[src/rtl/clkdiv_pkg.sv]
package clkdiv_pkg;
   localparam int REG_AW = 4;
   localparam int REG_DW = 16;
   localparam int EN_POS = 15;

   localparam logic [REG_AW-1:0] A_CTRL  = 4'd0;
   localparam logic [REG_AW-1:0] A_BYP   = 4'd1;
   localparam logic [REG_AW-1:0] A_OBS   = 4'd2;
   localparam logic [REG_AW-1:0] A_GO    = 4'd3;
   localparam logic [REG_AW-1:0] A_STAT  = 4'd4;
   localparam logic [REG_AW-1:0] A_ALIGN = 4'd5;
   localparam logic [REG_AW-1:0] A_CHG   = 4'd6;
   localparam logic [REG_AW-1:0] A_CLKON = 4'd7;
   localparam logic [REG_AW-1:0] A_SYS0  = 4'd8;

   // reset ratio field (divide minus one) of system divider idx
   function automatic int sys_reset_ratio(input int idx);
      case (idx)
         0:       return 0;
         1:       return 2;
         default: return 5;
      endcase
   endfunction
endpackage

[src/rtl/clkdiv_counter.sv]
module clkdiv_counter #(
   parameter int RATIO_W = 5,
   parameter logic [RATIO_W-1:0] RST_RATIO = '0
) (
   input  logic               clk,
   input  logic               rst_n,
   input  logic               step,
   input  logic               en,
   input  logic               load,
   input  logic [RATIO_W-1:0] load_ratio,
   input  logic               restart,
   output logic               pulse,
   output logic               at_end,
   output logic [RATIO_W-1:0] ratio_q
);
   logic [RATIO_W-1:0] cnt;

   always_ff @(posedge clk or negedge rst_n) begin
      if (!rst_n) begin
         cnt     <= '0;
         ratio_q <= RST_RATIO;
         pulse   <= 1'b0;
      end else begin
         if (load)
            ratio_q <= load_ratio;
         pulse <= step && en && (cnt == '0);
         if (step) begin
            if (restart || cnt >= ratio_q)
               cnt <= '0;
            else
               cnt <= cnt + 1'b1;
         end
      end
   end

   assign at_end = (cnt == ratio_q);

   AST_RESTART_TO_ZERO: assert property (@(posedge clk) disable iff (!rst_n)
      (step && restart) |=> (cnt == '0));
   AST_COUNT_HOLDS: assert property (@(posedge clk) disable iff (!rst_n)
      !step |=> $stable(cnt));
endmodule

[src/rtl/clkdiv_regs.sv]
module clkdiv_regs
   import clkdiv_pkg::*;
#(
   parameter int NUM_SYS = 3,
   parameter int RATIO_W = 5
) (
   input  logic                            clk,
   input  logic                            rst_n,
   input  logic                            wr_en,
   input  logic [REG_AW-1:0]               wr_addr,
   input  logic [REG_DW-1:0]               wr_data,
   input  logic [REG_AW-1:0]               rd_addr,
   output logic [REG_DW-1:0]               rd_data,
   input  logic                            busy,
   output logic                            go_start,
   output logic                            mul_sel,
   output logic [NUM_SYS-1:0]              sys_en,
   output logic [NUM_SYS-1:0][RATIO_W-1:0] armed,
   output logic [NUM_SYS-1:0]              apply_mask,
   output logic [NUM_SYS-1:0]              align,
   output logic                            byp_en,
   output logic                            byp_load,
   output logic                            obs_en,
   output logic                            obs_load
);
   logic [NUM_SYS-1:0][RATIO_W-1:0] pend;
   logic [NUM_SYS-1:0]              chg;
   logic [RATIO_W-1:0]              byp_r, obs_r;
   logic [RATIO_W-1:0]              wr_ratio;
   logic                            unused_bits;

   assign wr_ratio    = wr_data[RATIO_W-1:0];
   assign unused_bits = ^wr_data[EN_POS-1:RATIO_W];
   assign go_start    = wr_en && (wr_addr == A_GO) && wr_data[0] && !busy;
   assign byp_load    = wr_en && (wr_addr == A_BYP);
   assign obs_load    = wr_en && (wr_addr == A_OBS);

   always_ff @(posedge clk or negedge rst_n) begin
      if (!rst_n) begin
         mul_sel <= 1'b0;
         align   <= '1;
         byp_r   <= '0;
         byp_en  <= 1'b1;
         obs_r   <= '0;
         obs_en  <= 1'b1;
      end else if (wr_en) begin
         case (wr_addr)
            A_CTRL:  mul_sel <= wr_data[0];
            A_ALIGN: align   <= wr_data[NUM_SYS-1:0];
            A_BYP:   begin byp_r <= wr_ratio; byp_en <= wr_data[EN_POS]; end
            A_OBS:   begin obs_r <= wr_ratio; obs_en <= wr_data[EN_POS]; end
            default: ;
         endcase
      end
   end

   for (genvar i = 0; i < NUM_SYS; i++) begin : g_sysreg
      localparam logic [RATIO_W-1:0] RST_R = RATIO_W'(sys_reset_ratio(i));
      logic sel;
      assign sel = wr_en && (wr_addr == A_SYS0 + REG_AW'(i));

      always_ff @(posedge clk or negedge rst_n) begin
         if (!rst_n) begin
            pend[i]       <= RST_R;
            armed[i]      <= RST_R;
            sys_en[i]     <= 1'b1;
            chg[i]        <= 1'b0;
            apply_mask[i] <= 1'b0;
         end else if (sel) begin
            pend[i]   <= wr_ratio;
            sys_en[i] <= wr_data[EN_POS];
            if (wr_ratio != pend[i])
               chg[i] <= 1'b1;
         end else if (go_start) begin
            armed[i]      <= pend[i];
            apply_mask[i] <= chg[i];
            chg[i]        <= 1'b0;
         end
      end

      AST_WRITE_FLAGS: assert property (@(posedge clk) disable iff (!rst_n)
         (sel && wr_ratio != pend[i]) |=> chg[i]);
   end

   always_comb begin
      rd_data = '0;
      case (rd_addr)
         A_CTRL:  rd_data[0] = mul_sel;
         A_BYP:   begin rd_data[RATIO_W-1:0] = byp_r; rd_data[EN_POS] = byp_en; end
         A_OBS:   begin rd_data[RATIO_W-1:0] = obs_r; rd_data[EN_POS] = obs_en; end
         A_STAT:  rd_data[0] = busy;
         A_ALIGN: rd_data[NUM_SYS-1:0] = align;
         A_CHG:   rd_data[NUM_SYS-1:0] = chg;
         A_CLKON: rd_data[NUM_SYS-1:0] = sys_en;
         default: begin
            for (int i = 0; i < NUM_SYS; i++) begin
               if (rd_addr == A_SYS0 + REG_AW'(i)) begin
                  rd_data[RATIO_W-1:0] = pend[i];
                  rd_data[EN_POS]      = sys_en[i];
               end
            end
         end
      endcase
   end

   AST_GO_CLEARS_FLAGS: assert property (@(posedge clk) disable iff (!rst_n)
      go_start |=> (chg == '0));
endmodule

[src/rtl/clkdiv_go_seq.sv]
module clkdiv_go_seq #(
   parameter int NUM_SYS = 3,
   parameter int RATIO_W = 5
) (
   input  logic                            clk,
   input  logic                            rst_n,
   input  logic                            go_start,
   input  logic                            step,
   input  logic [NUM_SYS-1:0]              align_in,
   input  logic [NUM_SYS-1:0][RATIO_W-1:0] act_ratio,
   input  logic [NUM_SYS-1:0]              at_end,
   output logic                            busy,
   output logic                            apply,
   output logic [NUM_SYS-1:0]              align_q
);
   localparam int LW = (NUM_SYS > 1) ? $clog2(NUM_SYS) : 1;

   logic [LW-1:0]      lead;
   logic [RATIO_W-1:0] best;
   logic               found;

   // slowest aligned divider; lowest index wins a tie
   always_comb begin
      lead  = '0;
      best  = '0;
      found = 1'b0;
      for (int i = 0; i < NUM_SYS; i++) begin
         if (align_q[i] && (!found || act_ratio[i] > best)) begin
            found = 1'b1;
            best  = act_ratio[i];
            lead  = LW'(i);
         end
      end
   end

   assign apply = busy && step && (!found || at_end[lead]);

   always_ff @(posedge clk or negedge rst_n) begin
      if (!rst_n) begin
         busy    <= 1'b0;
         align_q <= '0;
      end else if (go_start) begin
         busy    <= 1'b1;
         align_q <= align_in;
      end else if (apply) begin
         busy    <= 1'b0;
      end
   end

   AST_GO_RAISES_BUSY: assert property (@(posedge clk) disable iff (!rst_n)
      go_start |=> busy);
   AST_BUSY_DROPS: assert property (@(posedge clk) disable iff (!rst_n)
      apply |=> !busy);
   AST_BUSY_HOLDS: assert property (@(posedge clk) disable iff (!rst_n)
      (busy && !step) |=> busy);
endmodule

[src/rtl/clkdiv_ctrl.sv]
module clkdiv_ctrl
   import clkdiv_pkg::*;
#(
   parameter int NUM_SYS = 3,
   parameter int RATIO_W = 5
) (
   input  logic               clk,
   input  logic               rst_n,
   input  logic               ref_edge,
   input  logic               mul_edge,
   input  logic               wr_en,
   input  logic [REG_AW-1:0]  wr_addr,
   input  logic [REG_DW-1:0]  wr_data,
   input  logic [REG_AW-1:0]  rd_addr,
   output logic [REG_DW-1:0]  rd_data,
   output logic [NUM_SYS-1:0] sys_pulse,
   output logic               byp_pulse,
   output logic               obs_pulse,
   output logic               go_busy
);
   if (NUM_SYS < 1 || NUM_SYS > 8) begin : g_bad_num
      $error("NUM_SYS must lie in 1..8");
   end
   if (RATIO_W < 3 || RATIO_W > 8) begin : g_bad_width
      $error("RATIO_W must lie in 3..8");
   end

   logic                            go_start, mul_sel, apply, src_step;
   logic                            byp_en, byp_load, obs_en, obs_load;
   logic [NUM_SYS-1:0]              sys_en, apply_mask, align, align_q, at_end;
   logic [NUM_SYS-1:0][RATIO_W-1:0] armed, act_ratio;
   logic                            byp_end, obs_end;
   logic [RATIO_W-1:0]              byp_ratio, obs_ratio;

   assign src_step = mul_sel ? mul_edge : ref_edge;

   clkdiv_regs #(.NUM_SYS(NUM_SYS), .RATIO_W(RATIO_W)) u_regs (
      .clk(clk), .rst_n(rst_n), .wr_en(wr_en), .wr_addr(wr_addr),
      .wr_data(wr_data), .rd_addr(rd_addr), .rd_data(rd_data),
      .busy(go_busy), .go_start(go_start), .mul_sel(mul_sel),
      .sys_en(sys_en), .armed(armed), .apply_mask(apply_mask),
      .align(align), .byp_en(byp_en), .byp_load(byp_load),
      .obs_en(obs_en), .obs_load(obs_load)
   );

   clkdiv_go_seq #(.NUM_SYS(NUM_SYS), .RATIO_W(RATIO_W)) u_seq (
      .clk(clk), .rst_n(rst_n), .go_start(go_start), .step(src_step),
      .align_in(align), .act_ratio(act_ratio), .at_end(at_end),
      .busy(go_busy), .apply(apply), .align_q(align_q)
   );

   for (genvar i = 0; i < NUM_SYS; i++) begin : g_sys
      clkdiv_counter #(
         .RATIO_W(RATIO_W),
         .RST_RATIO(RATIO_W'(sys_reset_ratio(i)))
      ) u_div (
         .clk(clk), .rst_n(rst_n), .step(src_step), .en(sys_en[i]),
         .load(apply && apply_mask[i]), .load_ratio(armed[i]),
         .restart(apply && align_q[i]), .pulse(sys_pulse[i]),
         .at_end(at_end[i]), .ratio_q(act_ratio[i])
      );
   end

   clkdiv_counter #(.RATIO_W(RATIO_W), .RST_RATIO('0)) u_byp (
      .clk(clk), .rst_n(rst_n), .step(ref_edge), .en(byp_en),
      .load(byp_load), .load_ratio(wr_data[RATIO_W-1:0]), .restart(1'b0),
      .pulse(byp_pulse), .at_end(byp_end), .ratio_q(byp_ratio)
   );

   clkdiv_counter #(.RATIO_W(RATIO_W), .RST_RATIO('0)) u_obs (
      .clk(clk), .rst_n(rst_n), .step(ref_edge), .en(obs_en),
      .load(obs_load), .load_ratio(wr_data[RATIO_W-1:0]), .restart(1'b0),
      .pulse(obs_pulse), .at_end(obs_end), .ratio_q(obs_ratio)
   );

   logic unused_status;
   assign unused_status = ^{byp_end, obs_end, byp_ratio, obs_ratio};

   AST_REF_ONLY_BYPASS: assert property (@(posedge clk) disable iff (!rst_n)
      !ref_edge |=> !byp_pulse && !obs_pulse);
   AST_SRC_SELECT: assert property (@(posedge clk) disable iff (!rst_n)
      !src_step |=> (sys_pulse == '0));
endmodule

[config.mk]
export PLATFORM = sky130hd
export DESIGN_NAME = clkdiv_ctrl
export DESIGN_NICKNAME = d
export VERILOG_FILES = /design/src/rtl/clkdiv_pkg.sv /design/src/rtl/clkdiv_counter.sv /design/src/rtl/clkdiv_regs.sv /design/src/rtl/clkdiv_go_seq.sv /design/src/rtl/clkdiv_ctrl.sv
export SDC_FILE = /design/constraint.sdc
export NUM_CORES = 1
export LEC_CHECK = 0
export BUFFER_PORTS_ARGS = -buffer_cell sky130_fd_sc_hd__clkbuf_2
export CAP_MARGIN = 20
export CORE_AREA = 3 3 110 112
export DETAILED_ROUTE_END_ITERATION = 12
export DIE_AREA = 0 0 113 115
export PLACE_DENSITY = 0.71
export SYNTH_ARGS = -nofsm -noshare
export SYNTH_HDL_FRONTEND = slang
export SYNTH_SLANG_ARGS = --single-unit
export TNS_END_PERCENT = 5
[constraint.sdc]
create_clock -name clk -period 3.5 [get_ports clk]
set_clock_uncertainty 0.1 [all_clocks]
set_input_delay 0.175 -clock clk [delete_from_list [all_inputs] [get_ports clk]]
set_output_delay 0.175 -clock clk [all_outputs]
set_load 0.05 [all_outputs]
## Word level (Yosys, flattened, before mapping)

Index checks and enable logic that the tools add are counted.

- Register bits after elaboration: 114
- Input port bits: 29
- Output and inout bits: 22
- Logic and storage cells: 174

- $add $sub $neg: 5
- Order comparisons: 8
- Equality and inequality tests: 25
- Muxes and demuxes: 34
- Bitwise operators: 3
- Reductions and logical operators: 61

Operators with widths:

| kind | number |
|---|---|
| $mux W5 | 10 |
| $logic_and A1 B1 Y1 | 28 |
| $add A5 B1 Y5 const B | 5 |
| $ge A5 B5 Y1 | 5 |
| $logic_not A5 Y1 | 5 |
| $eq A4 B4 Y1 const B | 6 |
| $eq A4 B3 Y1 const B | 5 |
| $reduce_and A2 Y1 | 10 |
| $mux W1 | 18 |
| $eq A5 B5 Y1 | 3 |
| $ne A5 B5 Y1 | 3 |
| $eq A4 B2 Y1 const B | 3 |
| $pmux W2 S6 | 1 |
| $gt A5 B5 Y1 | 2 |
| $eq A4 B1 Y1 const B | 2 |
| $logic_not A4 Y1 | 2 |
| $reduce_bool A2 Y1 | 4 |
| $pmux W1 S7 | 1 |
| $logic_or A1 B1 Y1 | 6 |
| $ne A2 B2 Y1 const B | 3 |
| $pmux W2 S3 | 1 |
| $reduce_or A5 Y1 | 1 |
| $logic_not A1 Y1 | 4 |
| $lt A2 B3 Y1 const B | 1 |
| other kinds (5) | 7 |

## Longest topological paths before layout

Gate-level depths: netlist of the first run.

- Depth in word-level cells: 16
- Mapped depth: 15
- Mapped depth without buffers: 14

## Cells and area by module

Synthesis of the first run repeated with hierarchy kept, for this count alone.

- Cell total of the unflattened synthesis: 621
- Area, all modules: 6,625.1 um2

By module, submodules not included:

| module | times used | cells an instance | area an instance (um2) | sequential area each (um2) |
|---|---|---|---|---|
| clkdiv_regs | 1 | 223 | 2,861.5 | 1,393.8 |
| clkdiv_counter at g_sys[0].u_div ... | 3 | 63 | 624.3 | 275.3 |
| clkdiv_counter at g_sys[2].u_div | 1 | 63 | 626.9 | 277.8 |
| clkdiv_counter at g_sys[1].u_div | 1 | 63 | 625.6 | 276.5 |
| clkdiv_go_seq | 1 | 75 | 581.8 | 100.1 |
| clkdiv_ctrl | 1 | 8 | 56.3 | 0.0 |

## Worst setup path before layout of the first run

No wires, ideal clock.

- Path kind: register to register
- Start point: register u_seq.align_q[0]
- End point: register g_sys[0].u_div.ratio_q[0]
- Library setup time: 125 ps
- Arrival: 3,676 ps
- Required time: 3,275 ps
- Setup slack: -400 ps
- Cell stages (with the launch flop): 16
- Buffers on the path: 1
- Period minus slack after synthesis: 3,900 ps
- Path through: dfrtp_1 > clkbuf_1 > nand2_1 > ha_1 > nand4_1 > o2111ai_1 > o21ai_1 > nor2_1 > a31oi_1 > ha_1 > nand4_1 > o221ai_1 > o21ai_0 > o31ai_4 > a21oi_1 > mux2_2

- Longest elaborated chain between the ends: 14
- Elaborated cells between the ends (all ways): 21
- Classes of those cells: 2 x order compare; 9 x mux; 10 x reduce/logical

RTL lines:

| what | line | RTL |
|---|---|---|
| from (decl) | clkdiv_go_seq.sv:14 | `output logic [NUM_SYS-1:0] align_q` |
| from (signal assigned) | clkdiv_go_seq.sv:44 | `align_q <= align_in;` |
| $mux W5 or $mux W1 (tied branches) | clkdiv_go_seq.sv:28 | `if (align_q[i] && (!found \|\| act_ratio[i] > best)) begin` |
| $gt A5 B5 Y1 or $logic_not A1 Y1 (tied branches) | clkdiv_go_seq.sv:28 |  |
| $logic_or A1 B1 Y1 | clkdiv_go_seq.sv:28 |  |
| $logic_and A1 B1 Y1 | clkdiv_go_seq.sv:28 |  |
| $mux W5 or $mux W1 (tied branches) | clkdiv_go_seq.sv:28 |  |
| $gt A5 B5 Y1 or $logic_not A1 Y1 (tied branches) | clkdiv_go_seq.sv:28 |  |
| $logic_or A1 B1 Y1 | clkdiv_go_seq.sv:28 |  |
| $logic_and A1 B1 Y1 | clkdiv_go_seq.sv:28 |  |
| $mux W2 | clkdiv_go_seq.sv:28 |  |
| $bmux W1 S2 | clkdiv_go_seq.sv:36 | `assign apply = busy && step && (!found \|\| at_end[lead]);` |
| $mux W1 (not written as such) | clkdiv_go_seq.sv:36 |  |
| $logic_or A1 B1 Y1 (*) | clkdiv_go_seq.sv:36 |  |
| $logic_and A1 B1 Y1 (*) | clkdiv_go_seq.sv:36 |  |
| $logic_and A1 B1 Y1 (*) | clkdiv_ctrl.sv:58 | `.load(apply && apply_mask[i]), .load_ratio(armed[i]),` |
| to (signal assigned) | clkdiv_counter.sv:25 | `ratio_q <= load_ratio;` |
| to (decl) | clkdiv_counter.sv:14 | `output logic [RATIO_W-1:0] ratio_q` |

Mark *: on every way between the ends. The rest lies on a longest branch, timed or not. The select of a mux whose other input is x is not followed.
A chain may end at the register's enable or synchronous reset.

## Worst setup path after layout of the first run

- Start point: register u_seq.align_q[0]
- End point: register g_sys[0].u_div.ratio_q[3]

The elaborated chain is that of the path after synthesis.

==> results.json, run 1 <==
{
  "outcome": "complete, but fails checks",
  "violations": "negative setup slack",
  "postSynthRegisterBits": 104,
  "holdCritPathClass": "primary input to flip-flop",
  "timing_max_transition_violations_final": 0,
  "io_pins": 51,
  "synth.yosys.seq_area_share_pct": 43.23,
  "synthToLayoutAreaGrowth_pct": 15.03,
  "synth_commonest_cells": "sky130_fd_sc_hd__dfrtp_1, sky130_fd_sc_hd__mux2_2, sky130_fd_sc_hd__inv_1",
  "die_width_um": 113,
  "grt_first_pass_wirelength_um": 22820,
  "antenna_found_initial": 1,
  "core_region_area_um2": 11320,
  "post_route_cells_drive_above_1_share_pct": 29.67,
  "synth_area_per_cell_um2": 10.43,
  "pwr-share-comb_pct": 28.9,
  "net_switching_power_figure_mw": 1.296,
  "internal_power_contribution_mw": 2.494,
  "worst_path_most_repeated_cell": "sky130_fd_sc_hd__nand4_1",
  "cap_violations": 0,
  "detail-route-antenna-nets": 0,
  "worst-slew-pin-transition_ns": 1.104,
  "whs_ns": 0.05960,
  "clock_tree.buffer_depth": 2,
  "gp_congestion": 0.8924,
  "slew_headroom_pct": 26.26,
  "layout.core_utilization_pct": 61.67,
  "crit-reg2reg-launch": "u_seq.align_q[0]$_DFFE_PN0P_",
  "cp_launch_type": "flip-flop",
  "avgViaCountPerCell": 5.835,
  "final.period_utilization_pct": 107.4,
  "synth_cell_types": 53,
  "total_die_area_um2": 13000,
  "insertedDiodeCount": 0,
  "cts_tree": "done",
  "drtPass1Iterations": 4,
  "post_synth_instance_area_um2": 6070,
  "numClockSinks": 104,
  "grt.overflow.total": 0,
  "hold_path_depth": 2,
  "internal_reg_to_reg_setup_slack_ns": -0.26,
  "synth_cells": 582,
  "largest_net_degree_at_the_start_of_global_routing": 70,
  "worstSkewPairLatency_ns": 0.35,
  "clk_transition_reported_paths_ns": 0.07,
  "crit_slowest_cell": "sky130_fd_sc_hd__dfrtp_2",
  "min_delay_worst_endpoint": "u_regs.byp_en$_DFFE_PN1P_",
  "cts_htree_levels": 3,
  "yosysMostFrequentCell": "sky130_fd_sc_hd__dfrtp_1",
  "synth_top_area_cells": "sky130_fd_sc_hd__dfrtp_1, sky130_fd_sc_hd__mux2_2, sky130_fd_sc_hd__ha_1",
  "hold_viol_final": 0,
  "root_buffer": "sky130_fd_sc_hd__clkbuf_16",
  "arrival_ns": 3.89,
  "yosys.area.top_type": "sky130_fd_sc_hd__dfrtp_1",
  "power.leakage_nw": 3.149,
  "rsz0062_at_grt": "true",
  "setup.worst_path.end_class": "flip-flop",
  "cts_made_buffers": 9,
  "worstRegToRegCells": 15,
  "timing.critical_path.cells": "nand2_1 > ha_4 > nand4_1 > o2111ai_4 > o21ai_4 > nor2_1 > a31oi_1 > ha_1 > nand4_1 > o221ai_2 > o221a_2 > o31ai_4 > buf_6 > a21oi_4 > mux2_4",
  "synthesis.yosys.warnings": 0,
  "fin_ws_ns": -0.2575,
  "critical_path_peak_fanout": 6,
  "synthFlopType": "sky130_fd_sc_hd__dfrtp_1",
  "dp_hpwl_um": 10040,
  "port-buffer-count": 30,
  "filler_cell_count": 905,
  "synth_enable_flop_cells": 0,
  "drt-initial-drc-count": 247,
  "synth_async_sr_flop_share_pct": 100.0,
  "drt-total-wl_um": 13810,
  "min-delay-start": "wr_data[15]",
  "first_global_vias": 4566,
  "drc_errors": 0,
  "nNetsFinal": 706,
  "clock_power_share_pct": 26.4,
  "rows": 39,
  "netSwitchingFraction_pct": 34.19,
  "power.density_cell_area_nw_per_um2": 542.8,
  "slowest_delay_ns": 0.43,
  "power.share.sequential_pct": 44.7,
  "groute.usage.overall_pct": 22.14,
  "start_util_pct": 53.61,
  "route.detailed.wl_per_inst_um": 17.71,
  "regToRegEndpoint": "g_sys[0].u_div.ratio_q[3]$_DFFE_PN0P_",
  "crit_required_ns": 3.63,
  "route.vias.total": 4551,
  "finalWorstPathRequiredPeriod_ns": 3.758,
  "fmax_mhz": 266.1,
  "synth_top_cell_area_share_pct": 35.87,
  "timing.final.setup_violations": 25,
  "dieHeight_um": 115,
  "worst-setup-path-type": "flip-flop to flip-flop",
  "vdd_drop_max_mv": 0.4181
}
## critical path, delay by kind of cell, from the launching register on
family | cells | cell delay, ns
AO/OA/AOI/OAI | 7 | 1.37
adder cells (fa/ha/maj) | 2 | 0.62
buffers and inverters | 1 | 0.16
flip-flops | 1 | 0.43
multiplexers | 1 | 0.33
AND/OR/NAND/NOR | 4 | 0.61
## area by class of cell
class | instances | area (µm²) | share of cell area, %
sequential | 104 | 2625 | 37.60
inverter | 54 | 202.7 | 2.903
tap | 143 | 178.9 | 2.563
timing repair buffer | 63 | 406.6 | 5.824
clock buffer | 12 | 236.5 | 3.387
multi-input combinational | 400 | 3279 | 46.97
clock inverter | 4 | 52.55 | 0.7527
## per-stage QoR
step	power (mW)	area (µm²)	TNS [ns]	instances	setup WS, ns
2_1_floorplan	2.426	6150	-0.6007	591	-0.04540
3_3_place_gp	2.692	6491	-0.6417	756	-0.05858
3_5_place_dp	2.743	6491	-5.379	756	-0.2936
4_1_cts	3.801	6945	-0.9657	778	-0.09040
5_1_grt	4.025	6982	-9.495	780	-0.4205
6_report	3.790	6982	-4.165	780	-0.2575
## state kept, by name (all words and copies together), names as in the netlist, 5 cells and up
register	flops
u_byp.cnt	5
u_regs.pend	15
g_sys.u_div.ratio_q	15
g_sys.u_div.cnt	15
u_obs.cnt	5
u_regs.armed	15
u_byp.ratio_q	5
u_obs.ratio_q	5
## power by group through the flow
stage / logic (mW) / clock network [mW] / registers, mW
floorplan: 0.797 / 0 / 1.63
global placement: 0.997 / 0 / 1.70
detailed placement: 1.03 / 0 / 1.71
CTS: 1.08 / 1.02 / 1.69
global route: 1.22 / 1.07 / 1.73
finish: 1.09 / 1.00 / 1.69
## how the worst max path moves through the flow
stage | slack, ns | to | from | cells after the start
CTS | -0.09 | g_sys[0].u_div.ratio_q[3]$_DFFE_PN0P_ | u_seq.align_q[0]$_DFFE_PN0P_ | 15
global route | -0.42 | g_sys[0].u_div.ratio_q[1]$_DFFE_PN0P_ | u_seq.align_q[0]$_DFFE_PN0P_ | 15
global placement | -0.06 | g_sys[1].u_div.ratio_q[0]$_DFFE_PN0P_ | u_seq.align_q[0]$_DFFE_PN0P_ | 14
finish | -0.26 | g_sys[0].u_div.ratio_q[3]$_DFFE_PN0P_ | u_seq.align_q[0]$_DFFE_PN0P_ | 15
floorplan | -0.05 | g_sys[0].u_div.ratio_q[0]$_DFFE_PN0P_ | u_seq.align_q[0]$_DFFE_PN0P_ | 15
detailed placement | -0.29 | g_sys[0].u_div.ratio_q[3]$_DFFE_PN0P_ | u_seq.align_q[0]$_DFFE_PN0P_ | 15
## timing repair
item / 4_1_cts / 5_1_grt
endpoints found under the hold margin: 54 / 0
gates cloned: 1 / 0
buffers inserted: 4 / 2
hold buffers: 1 / 0
pin swaps: 12 / 8
resized for setup: 23 / 8
setup endpoints to repair: 25 / 31
## placed cells by master (no fill, tap or decap), drive strengths merged, types with 18 or more instances in the layout
cell | Yosys | routed
nand2 | 41 | 41
a21oi | 25 | 25
clkbuf | 16 | 41
ha | 45 | 45
inv | 54 | 56
dfrtp | 87 | 87
buf | 18 | 33
nand3 | 18 | 18
o21ai | 25 | 26
mux2 | 69 | 69
## routing by layer
metal	vias up	global-route usage, %	part of all wire (%)
li1	2166	-	-
met1	2229	28.53	44
met2	123	36.30	48
met3	33	4.947	4.4
met4	0	9.295	3.2
met5	-	0	0
## cells by family after synthesis
family	count (synthesis)	synth area share (%)
buffers and inverters	88	6.287
AND/OR/NAND/NOR	130	11.05
AO/OA/AOI/OAI	122	13.61
flip-flops	104	43.23
XOR/XNOR	15	2.165
other	1	0.06178
multiplexers	77	14.33
adder cells (fa/ha/maj)	45	9.276
Note: power is estimated with default switching activity, not from simulation.
==> inputs of run 2 (changes only) <==
--- a/config.mk
+++ b/config.mk
@@ -10,8 +10,9 @@
 export CORE_AREA = 3 3 110 112
 export DETAILED_ROUTE_END_ITERATION = 12
 export DIE_AREA = 0 0 113 115
-export PLACE_DENSITY = 0.71
+export PLACE_DENSITY = 0.74
 export SYNTH_ARGS = -nofsm -noshare
 export SYNTH_HDL_FRONTEND = slang
+export SYNTH_HIERARCHICAL = 1
 export SYNTH_SLANG_ARGS = --single-unit
 export TNS_END_PERCENT = 5
==> constraint.sdc (replaced) <==
create_clock -name clk -period 3.6 [get_ports clk]
set_clock_uncertainty 0.1 [all_clocks]
set_input_delay 0.18 -clock clk [delete_from_list [all_inputs] [get_ports clk]]
set_output_delay 0.18 -clock clk [all_outputs]
set_load 0.05 [all_outputs]
==> results.json, run 2 <==
{
  "filler_cell_count": 820,
  "mostFrequentLayoutCell": "sky130_fd_sc_hd__dfrtp_1",
  "cp_launch_type": "flip-flop",
  "drtPass1Iterations": 7,
  "netSwitchingFraction_pct": 33.70,
  "vdd_drop_max_mv": 0.4251,
  "crit_required_ns": 3.82,
  "power.share.sequential_pct": 38.5,
  "post_synth_instance_area_um2": 6618,
  "finalWorstPathRequiredPeriod_ns": 3.850,
  "avgViaCountPerCell": 6.077,
  "most-common-layout-cells": "sky130_fd_sc_hd__dfrtp_1, sky130_fd_sc_hd__mux2_2, sky130_fd_sc_hd__inv_1",
  "setup.worst_path.end_class": "flip-flop",
  "regToRegEndpoint": "g_sys[2].u_div/cnt[4]$_DFFE_PN0P_",
  "antenna_found_initial": 0,
  "drc_errors": 0,
  "detail-route-antenna-nets": 0,
  "insertedDiodeCount": 0,
  "synthesis.yosys.warnings": 6,
  "power.density_cell_area_nw_per_um2": 627.1,
  "start_util_pct": 58.45,
  "holdCritPathClass": "primary input to flip-flop",
  "first_global_vias": 5102,
  "synth_area_per_cell_um2": 10.69,
  "critical_path_peak_fanout": 9,
  "post_route_cells_drive_above_1_share_pct": 29.69,
  "dieHeight_um": 115,
  "timing.final.setup_violations": 20,
  "arrival_ns": 4.07,
  "drt-initial-drc-count": 334,
  "root_buffer": "sky130_fd_sc_hd__clkbuf_16",
  "internal_reg_to_reg_setup_slack_ns": -0.25,
  "critical_path_buf_inv_count": 0,
  "die_width_um": 113,
  "post-place-cells": 785,
  "min_delay_worst_endpoint": "u_byp/ratio_q[4]$_DFFE_PN0P_",
  "slowest_delay_ns": 0.45,
  "numClockSinks": 114,
  "route.detailed.wl_per_inst_um": 18.67,
  "outcome": "complete, but fails checks",
  "fin_ws_ns": -0.2504,
  "grt_first_pass_wirelength_um": 25060,
  "layout.core_utilization_pct": 67.72,
  "internal_power_contribution_mw": 3.187,
  "dp_hpwl_um": 10740,
  "largest_net_degree_at_the_start_of_global_routing": 69,
  "core_region_area_um2": 11320,
  "crit-reg2reg-launch": "u_seq/align_q[0]$_DFFE_PN0P_",
  "cts_made_buffers": 17,
  "rows": 39,
  "worstSkewPairLatency_ns": 0.42,
  "worst-slew-pin-transition_ns": 0.8882,
  "violations": "negative setup slack",
  "cts_htree_levels": 4,
  "final.period_utilization_pct": 107.0,
  "route.vias.total": 4983,
  "grt.overflow.total": 0,
  "crit_family": "compound AO/OA/AOI/OAI gates",
  "rsz0062_at_grt": "true",
  "worst-setup-path-type": "flip-flop to flip-flop",
  "synth_cells": 619,
  "cts_tree": "done",
  "io_pins": 51,
  "gp_congestion": 0.9087,
  "slew_headroom_pct": 40.79,
  "clock_power_share_pct": 35.5,
  "drt-total-wl_um": 15310,
  "min-delay-start": "wr_data[4]",
  "power_mw": 4.807,
  "pwr-share-comb_pct": 26.0,
  "clock_tree.buffer_depth": 2,
  "clk_transition_reported_paths_ns": 0.05,
  "hold_path_depth": 3,
  "fmax_mhz": 259.7,
  "synthToLayoutAreaGrowth_pct": 15.84,
  "final_cell_count_no_fill": 820,
  "hold_viol_final": 0,
  "worstRegToRegCells": 17,
  "cap_violations": 0,
  "crit_slowest_cell": "sky130_fd_sc_hd__dfrtp_2",
  "net_switching_power_figure_mw": 1.620,
  "groute.usage.overall_pct": 24.76,
  "timing.critical_path.cells": "and2_4 > ha_1 > nand2b_1 > a211o_1 > a31o_4 > nor2_2 > a31oi_1 > ha_1 > nand4_2 > o221ai_2 > o221ai_2 > o211ai_1 > o21ai_4 > and2_1 > a211o_1 > o2bb2ai_2 > nor3_1",
  "port-buffer-count": 30,
  "nNetsFinal": 738,
  "timing_max_transition_violations_final": 0,
  "total_die_area_um2": 13000,
  "power.leakage_nw": 3.554
}
## run 2: cell types whose count changed in the layout (fill, tap and decap cells not counted), moves of 11 or more
cell                      before  now
sky130_fd_sc_hd__xor2_1        6   21
sky130_fd_sc_hd__a21o_1       12    0
sky130_fd_sc_hd__buf_4        32   21
sky130_fd_sc_hd__mux2_2       64   53
sky130_fd_sc_hd__nor3_1        9   20
sky130_fd_sc_hd__o21ai_0      18   29
## run 2: how the worst max path moves through the flow
stage               cells after the start                         start  slack (ns)                               endpoint
CTS                                    17  u_seq/align_q[0]$_DFFE_PN0P_       -0.16      g_sys[2].u_div/cnt[2]$_DFFE_PN0P_
floorplan                              18  u_seq/align_q[0]$_DFFE_PN0P_       -0.03  g_sys[0].u_div/ratio_q[0]$_DFFE_PN0P_
global placement                       17  u_seq/align_q[0]$_DFFE_PN0P_       -0.03      g_sys[0].u_div/cnt[4]$_DFFE_PN0P_
finish                                 17  u_seq/align_q[0]$_DFFE_PN0P_       -0.25      g_sys[2].u_div/cnt[4]$_DFFE_PN0P_
detailed placement                     17  u_seq/align_q[0]$_DFFE_PN0P_       -0.22      g_sys[1].u_div/cnt[4]$_DFFE_PN0P_
global route                           17  u_seq/align_q[0]$_DFFE_PN0P_       -0.34      g_sys[0].u_div/cnt[4]$_DFFE_PN0P_
## run 2: area by class of cell
type                       count  area, µm²  area share (%)
multi-input combinational    429       3495           45.59
clock buffer                  21      480.5           6.267
tap                          143      178.9           2.334
timing repair buffer          52      322.8           4.211
sequential                   114       2875           37.51
inverter                      50      187.7           2.448
clock inverter                11      126.4           1.648
## run 2: metal layers
metal	track usage (%)	routed length (µm)	share of wire (%)
met3	6.000	819	5.4
met2	41.00	7462	49
met1	30.31	6568	43
met4	12.66	456	3.0
met5	0	0	0
## run 2: power groups by stage
stage / Sequential (mW) / Clock, mW / Combinational [mW]
CTS: 1.84 / 1.73 / 1.22
detailed placement: 1.86 / 0 / 1.17
global route: 1.88 / 1.79 / 1.38
floorplan: 1.79 / 0 / 0.891
finish: 1.85 / 1.71 / 1.25
global placement: 1.84 / 0 / 1.09
## run 2: repair_timing
item / 4_1_cts / 5_1_grt
hold endpoints to repair: 60 / 0
cloned: 0 / 0
setup endpoints to repair: 30 / 31
hold buffers: 2 / 0
resized for setup: 11 / 7
pin swaps: 4 / 0
setup buffers: 1 / 0
## run 2: metrics by stage
stage	hold WS [ns]	setup TNS (ns)	setup slack [ns]	cell area, µm²
after detailed placement	0.2606	-3.762	-0.2206	6934
after global placement	0.2419	-0.2029	-0.02853	6934
final	0.1275	-3.135	-0.2504	7666
after floorplan	-0.2156	-0.3142	-0.02922	6701
after CTS	0.1009	-2.073	-0.1630	7624
after global routing	0.1480	-6.216	-0.3426	7666
## run 2: worst reg2reg max path: cells and delay by family (launching register included)
family | cells | cell delay, ns
AO/OA/AOI/OAI | 9 | 1.82
AND/OR/NAND/NOR | 6 | 0.87
adder cells (fa/ha/maj) | 2 | 0.51
flip-flops | 1 | 0.45
